## src/rtl/trisfx_pkg.sv

```systemverilog
package trisfx_pkg;
  localparam int ST_W = 3;
  typedef logic [ST_W-1:0] st_t;

  localparam st_t ST_IDLE = 3'b000;
  localparam st_t ST_ZERO = 3'b001;
  localparam st_t ST_ONE  = 3'b010;
  localparam st_t ST_B01  = 3'b100;
  localparam st_t ST_B10  = 3'b101;
  localparam st_t ST_B11  = 3'b110;

  // one J-K stage: hold, set, clear or toggle
  function automatic logic jk_bit(input logic q, input logic j, input logic k);
    return (j & ~q) | (~k & q);
  endfunction

  // codes with both low bits set are never used
  function automatic logic code_ok(input st_t st);
    return ~(st[1] & st[0]);
  endfunction

  // Mealy output for a legal state
  function automatic logic hit_of(input st_t st, input logic b);
    return st[2] & (st[1] ^ b);
  endfunction
endpackage

```

## src/rtl/trisfx_jk_cell.sv

```systemverilog
module trisfx_jk_cell (
  input  logic q,
  input  logic j,
  input  logic k,
  output logic q_nxt
);
  import trisfx_pkg::*;
  assign q_nxt = jk_bit(q, j, k);
endmodule

```

## src/rtl/trisfx_jk_path.sv

```systemverilog
module trisfx_jk_path
  import trisfx_pkg::*;
(
  input  st_t  cur,
  input  logic b,
  output st_t  j_vec,
  output st_t  k_vec,
  output st_t  nxt
);
  always_comb begin
    j_vec[2] = cur[1] | (cur[0] & b);
    k_vec[2] = cur[0] & ~b;
    j_vec[1] = ~cur[0] & b;
    k_vec[1] = ~b;
    j_vec[0] = ~b;
    k_vec[0] = b;
  end

  for (genvar i = 0; i < ST_W; i++) begin : g_stage
    trisfx_jk_cell u_cell (
      .q    (cur[i]),
      .j    (j_vec[i]),
      .k    (k_vec[i]),
      .q_nxt(nxt[i])
    );
  end
endmodule

```

## src/rtl/trisfx_d_path.sv

```systemverilog
module trisfx_d_path
  import trisfx_pkg::*;
(
  input  st_t  cur,
  input  logic b,
  output st_t  nxt
);
  always_comb begin
    nxt[2] = (~cur[0] | b) & (cur[2] | cur[1] | cur[0]);
    nxt[1] = ~cur[0] & b;
    nxt[0] = ~b;
  end
endmodule

```

## src/rtl/trisuffix_detect.sv

```systemverilog
module trisuffix_detect
  import trisfx_pkg::*;
#(
  parameter bit USE_JK = 1'b1
) (
  input  logic            clk,
  input  logic            rst,
  input  logic            bit_in,
  output logic            hit,
  output logic [ST_W-1:0] state_out
);
  st_t  state_q;
  st_t  raw_next;
  st_t  state_d;
  logic code_bad;

  assign code_bad = ~code_ok(state_q);

  if (USE_JK) begin : g_jk
    st_t j_w, k_w;
    trisfx_jk_path u_path (
      .cur  (state_q),
      .b    (bit_in),
      .j_vec(j_w),
      .k_vec(k_w),
      .nxt  (raw_next)
    );
  end else begin : g_d
    trisfx_d_path u_path (
      .cur(state_q),
      .b  (bit_in),
      .nxt(raw_next)
    );
  end

  always_comb begin
    if (rst || code_bad) state_d = ST_IDLE;
    else                 state_d = raw_next;
  end

  always_ff @(posedge clk) state_q <= state_d;

  assign hit       = ~rst & ~code_bad & hit_of(state_q, bit_in);
  assign state_out = state_q;
endmodule

```

## config.mk

```make
export PLATFORM = sky130hd
export DESIGN_NAME = trisuffix_detect
export DESIGN_NICKNAME = d
export VERILOG_FILES = /design/src/rtl/trisfx_pkg.sv /design/src/rtl/trisfx_jk_cell.sv /design/src/rtl/trisfx_jk_path.sv /design/src/rtl/trisfx_d_path.sv /design/src/rtl/trisuffix_detect.sv
export SDC_FILE = /design/constraint.sdc
export NUM_CORES = 1
export LEC_CHECK = 0
export CAP_MARGIN = 20
export CORE_AREA = 2 2 39 41
export CTS_CLUSTER_SIZE = 28
export DETAILED_ROUTE_END_ITERATION = 8
export DIE_AREA = 0 0 41 43
export PLACE_DENSITY_LB_ADDON = 0.08
export SLEW_MARGIN = 20
export SYNTH_ARGS = -nofsm -noshare
export SYNTH_HDL_FRONTEND = slang
export SYNTH_SLANG_ARGS = --single-unit
```

## constraint.sdc

```tcl
create_clock -name clk -period 2.9 [get_ports clk]
set_clock_uncertainty 0.2 [all_clocks]
set_input_delay 0.58 -clock clk [delete_from_list [all_inputs] [get_ports clk]]
set_output_delay 0.58 -clock clk [all_outputs]
set_load 0.03 [all_outputs]
```

==> results of run 1 <==
## cell usage after synthesis (all sizes together)
library cell	number
or3b	1
nand2b	2
dfxtp	3
buf	3
o21bai	1
a21oi	2
nor3b	1
nand3b	1
a211oi	1
## area by class of cell
class,instances,share of cell area (%)
multi-input combinational,9,27.2
sequential,3,26.7
timing repair buffer,6,25.6
clock buffer,4,11.7
tap,16,8.89
## worst reg2reg max path, delay by kind of cell (launching register included)
family,cells,cell delay [ns]
AO/OA/AOI/OAI,1,0.14
flip-flops,1,0.33
AND/OR/NAND/NOR,1,0.17
## metal layers
metal	GRT usage (%)	share of wire [%]	up-vias
li1	-	-	63
met1	2.24	36	59
met2	5.00	47	5
met3	4.71	17	0
met4	8.00	0	0
met5	0	0	-
## through the flow
step           std cells  setup WS (ns)
2_1_floorplan         15          0.663
3_3_place_gp          34          0.338
3_5_place_dp          34          0.379
4_1_cts               38          0.368
5_1_grt               38          0.302
6_report              38          0.367
## cells by family after synthesis
group           after synthesis  synth area share (%)
simple gates                  5                  25.2
compound gates                4                  17.4
flops                         3                  41.7
buf+inv                       3                  15.7
## power breakdown
part           switching [mW]  internal [mW]  total (mW)
clock network          0.0198         0.0514      0.0713
registers             0.00268         0.0442      0.0469
logic                  0.0100         0.0102      0.0202
## how the worst max path moves through the flow
stage                     startpoint  end  slack (ns)  cells after the start
after floorplan               bit_in  hit        0.66                      2
after global placement        bit_in  hit        0.34                      4
after detailed placement      bit_in  hit        0.38                      4
after CTS                     bit_in  hit        0.37                      4
after global routing          bit_in  hit        0.30                      4
final                         bit_in  hit        0.37                      4
## placed cells by master (no fill, tap or decap)
cell and count:
nor3b_1 1, clkdlybuf4s50_1 5, clkbuf_1 1, o21bai_1 1, or3b_1 1, a211oi_1 1
dfxtp_1 3, buf_4 1, nand3b_1 1, nand2b_1 2, a21oi_1 2, clkbuf_4 3
==> results by group, run 1 <==
Status
  – Status: complete, no violations

Power and ir drop
  – Power Dens Cells: approximately 610 nW/um^2
  – Worst IR drop on VDD: roughly 0.00012 V
  – Final Power: about 140 uW
  – Leakage power: a little under 0.08 nW

Critical path
  – Crit Path Class: input port to primary output
  – Critical Path Start Type: input port
  – Reg-to-reg setup timing slack: around 2 ns
  – Critical Path End Type: primary output
  – CP Max Fanout: 5
  – R2R Path End: state_out[2]
  – R2r startpoint: state_out[1]
  – FF-to-FF path depth: 2
  – CP max stage cell: clkdlybuf4s50_1
  – Critical Path RT: roughly 2.1 ns
  – Crit path DAT: roughly 1.8 ns
  – WP buf/inv: 2
  – Worst path top cell family by delay: buffers and inverters
  – Crit-path cells: clkdlybuf4s50_1, or3b_1, a21oi_1, buf_4
  – Max stage delay on crit path: 0.47 ns

Cells and area
  – Multi-input gate area: slightly above 60 sq um
  – Max reg flops: 3
  – Fraction of layout cells with a size suffix above 1: ~18%
  – Final #Nets: 26
  – Sequential Area: between 60 and 70 sq um
  – Final instance area: about 230 sq um
  – Filler Cells Inserted: roughly 160
  – Ant. Diodes: 0
  – Fin util: between 10% and 20%
  – Synthesis-to-finish area growth: 56.5%

Worst hold path
  – WHS Endpoint: state_out[1]
  – Hold Path Stages: 1
  – Hold Path Class: flop to flop
  – Hold_sp: state_out[0]

Synthesis
  – Area of the mapped netlist: ~140 sq um
  – YS warnings: 0
  – Avg Cell Area, Syn: roughly 9.6 sq um
  – Synth top area share: 41.7%
  – Area leader, netlist: dfxtp_1
  – Cell count after synthesis: 15
  – Post-Syn Nets: 18
  – Sequential share of the synthesized area: between 40% and 50%
  – #FFs+latches synth: 3
  – Synth area leaders: dfxtp_1 42%, buf_4 16%, nand2b_1 8.7%
  – Netlist cell types: 9

Clock tree
  – H-tree Lvls: 1
  – Hold_buf cts: 0
  – CTS tree: yes
  – Clock tree buffer depth: 2
  – CTS Buf Count: 3
  – Post-CTS setup buffers: 0
  – Worst-path clk slew: around 0.03 ns
  – Root Buffer: clkbuf_4
  – Later-pin clock latency in the skew report: ~0.23 ns
  – CTS Sinks: 3
  – Gates resized, CTS repair: 0

Die
  – Core Region: roughly 1400 sq um
  – Die ar.: about 1800 sq um
  – Die Wd: between 40 and 50 um
  – DIE HEIGHT: between 40 and 50 um
  – Std-Cell Rows: 14
  – Initial Utilization: between 10% and 20%
  – IO Pins: 7

Route
  – DR pass1 iterations: 2
  – Vias post-DR: 127
  – # DRC: 0
  – 1st-iter DRT viols: 2
  – Post-route ant nets: 0
  – WL per Instance: between 7 and 8 um
  – Vias per Instance: ~3.3
  – Total Wirelength: 292 um

Placed design
  – Post-DP Area: approximately 200 sq um
  – Routability congestion estimate: 0.555
  – Port Buf Inserts: 6

Timing
  – F_max: around 400 MHz
  – Worst hold slack: 0.310 ns
  – Worst slew pin tran: about 0.30 ns
  – RSZ-0062 raised after global routing: false
  – Final Hold Viols: 0
  – Slew Viols, Final: 0
  – Endpoints failing setup: 0
  – Slew margin rel.: between 70% and 80%
  – Crit path time final: roughly 2.5 ns
  – Sum of negative setup slack: 0 ns
  – Period utilization: between 80 and 90%

GRT
  – Antenna violations before repair: 0
  – Grt ovf: 0
  – Gr usage total: ~4.4%
  – Largest net degree at the start of global routing: 7
  – Vias in the first global route: roughly 120
  – First-pass GRT wire length: 393 um

Run
  – Max_cap viols: 0
Power figures use the tool's default switching activity.
==> run 2, diff against run 1 <==
Settings changed: CELL_PAD_IN_SITES_DETAIL_PLACEMENT from default to 1, CELL_PAD_IN_SITES_GLOBAL_PLACEMENT from default to 1.
Clock period 2.9 ns to 2.69 ns, I/O delays scaled along.
==> run 2 against run 1 <==
Against the previous run: non-clock buffer count stayed put; core utilization stayed put; via count is 3.1% higher; global-route usage is 1.2 points higher; routed wire length is 15% higher; flip-flop and latch count stayed put; power is 7.4% higher; clock power is 6.2% higher; critical path type unchanged; largest power group unchanged; highest routed layer unchanged.
==> results by group, run 2 (synthesis results as in run 1) <==
Clock tree
  – H-tree Lvls: 1
  – Later-pin clock latency in the skew report: about 0.22 ns
  – Worst-path clk slew: roughly 0.030 ns
  – Gates resized, CTS repair: 0
  – Hold_buf cts: 0
  – Root Buffer: clkbuf_4
  – CTS Sinks: 3
  – CTS tree: yes
  – Clock tree buffer depth: 2
  – Post-CTS setup buffers: 0
  – CTS Buf Count: 3

GRT
  – Gr usage total: ~5.6%
  – First-pass GRT wire length: approximately 550 um
  – Grt ovf: 0
  – Vias in the first global route: between 100 and 150
  – Antenna violations before repair: 0
  – Largest net degree at the start of global routing: 7

Critical path
  – CP Max Fanout: 5
  – Crit path DAT: around 1.7 ns
  – Crit Path Class: input port to primary output
  – Crit-path cells: clkdlybuf4s50_1, or3b_1, a21oi_1, buf_4
  – CP max stage cell: clkdlybuf4s50_1
  – Critical Path RT: slightly below 2 ns
  – Critical Path End Type: primary output
  – Critical Path Start Type: input port
  – Reg-to-reg setup timing slack: about 1.8 ns
  – Max stage delay on crit path: about 0.47 ns

Timing
  – Final Hold Viols: 0
  – Slew margin rel.: 79.7%
  – Worst hold slack: between 0.3 and 0.4 ns
  – F_max: between 400 and 500 MHz
  – Worst slew pin tran: 0.303 ns
  – RSZ-0062 raised after global routing: false
  – Endpoints failing setup: 0
  – Sum of negative setup slack: 0 ns
  – Slew Viols, Final: 0
  – Crit path time final: around 2.5 ns
  – Period utilization: 91.3%

Cells and area
  – Max reg flops: 3
  – Final #Nets: 26
  – Most frequent cells in the layout: 5 x clkdlybuf4s50_1, 3 x clkbuf_4, 3 x dfxtp_1, 2 x a21oi_1, 2 x nand2b_1
  – Synthesis-to-finish area growth: 56.5%
  – Most common cell after layout, fill and taps aside: clkdlybuf4s50_1
  – Fraction of layout cells with a size suffix above 1: between 15 and 20%
  – Final Instance Count excl. Fillers: 38
  – Fin util: 16.3%
  – Ant. Diodes: 0

Worst hold path
  – Hold Path Class: flop to flop

Power and ir drop
  – Worst IR drop on VDD: about 0.00010 V
  – Power Dens Cells: roughly 660 nW/um^2
  – Leakage power: just under 0.08 nW

Placed design
  – Placed Cells: 34
  – Routability congestion estimate: ~0.52
  – Port Buf Inserts: 6

Die
  – DIE HEIGHT: between 40 and 50 um
  – Die ar.: ~1800 sq um
  – Initial Utilization: approximately 10%
  – Die Wd: approximately 41 um
  – Std-Cell Rows: 14
  – Core Region: around 1400 sq um
  – IO Pins: 7

Route
  – Total Wirelength: about 340 um
  – Post-route ant nets: 0
  – Vias post-DR: approximately 130
  – WL per Instance: about 8.9 um
  – 1st-iter DRT viols: 1
  – # DRC: 0
  – Vias per Instance: between 3 and 4
  – DR pass1 iterations: 2

Run
  – Max_cap viols: 0

Status
  – Status: complete, no violations
==> run 2: cell counts in the layout (fill, tap and decap cells not counted) <==
No cell type changed its count.
==> run 2: path summary, 6_finish.rpt <==
| path | from | to | cells after the start |
|---|---|---|---|
| max | bit_in | hit | 4 |
| max reg2reg | state_out[0] | state_out[2] | 2 |
| min | state_out[0] | state_out[1] | 1 |
| min reg2reg | state_out[0] | state_out[1] | 1 |
==> run 2: cell type report <==
cell class	instances	area, sq um
sequential	3	60.1
clock buffer	4	26.3
timing repair buffer	6	57.6
multi-input combinational	9	61.3
tap	16	20.0
fill	175	1160
==> run 2: layer usage <==
metal | global-route usage, % | share of wire, %
met3 | 5.24 | 18
met4 | 8.00 | 0
met1 | 3.83 | 32
met5 | 0 | 0
met2 | 6.88 | 50
==> run 2: worst max-delay path: cells and delay by family <==
| family | cells | cell delay, ns |
|---|---|---|
| AOI/OAI and AO/OA | 1 | 0.15 |
| buffers and inverters | 2 | 0.64 |
| and+or+nand+nor | 1 | 0.39 |
==> run 2: per-stage QoR <==
stage	setup slack [ns]	power [mW]	instance area, sq um
2_1_floorplan	0.537	0.0660	144
3_3_place_gp	0.220	0.0741	199
5_1_grt	0.142	0.158	225
6_report	0.233	0.149	225
4_1_cts	0.224	0.154	225
3_5_place_dp	0.226	0.0737	199
==> run 2: where the power goes <==
part | internal (mW) | switching [mW]
Sequential | 0.0477 | 0.00312
Clock | 0.0554 | 0.0203
Combinational | 0.0110 | 0.0112
Total | 0.114 | 0.0346
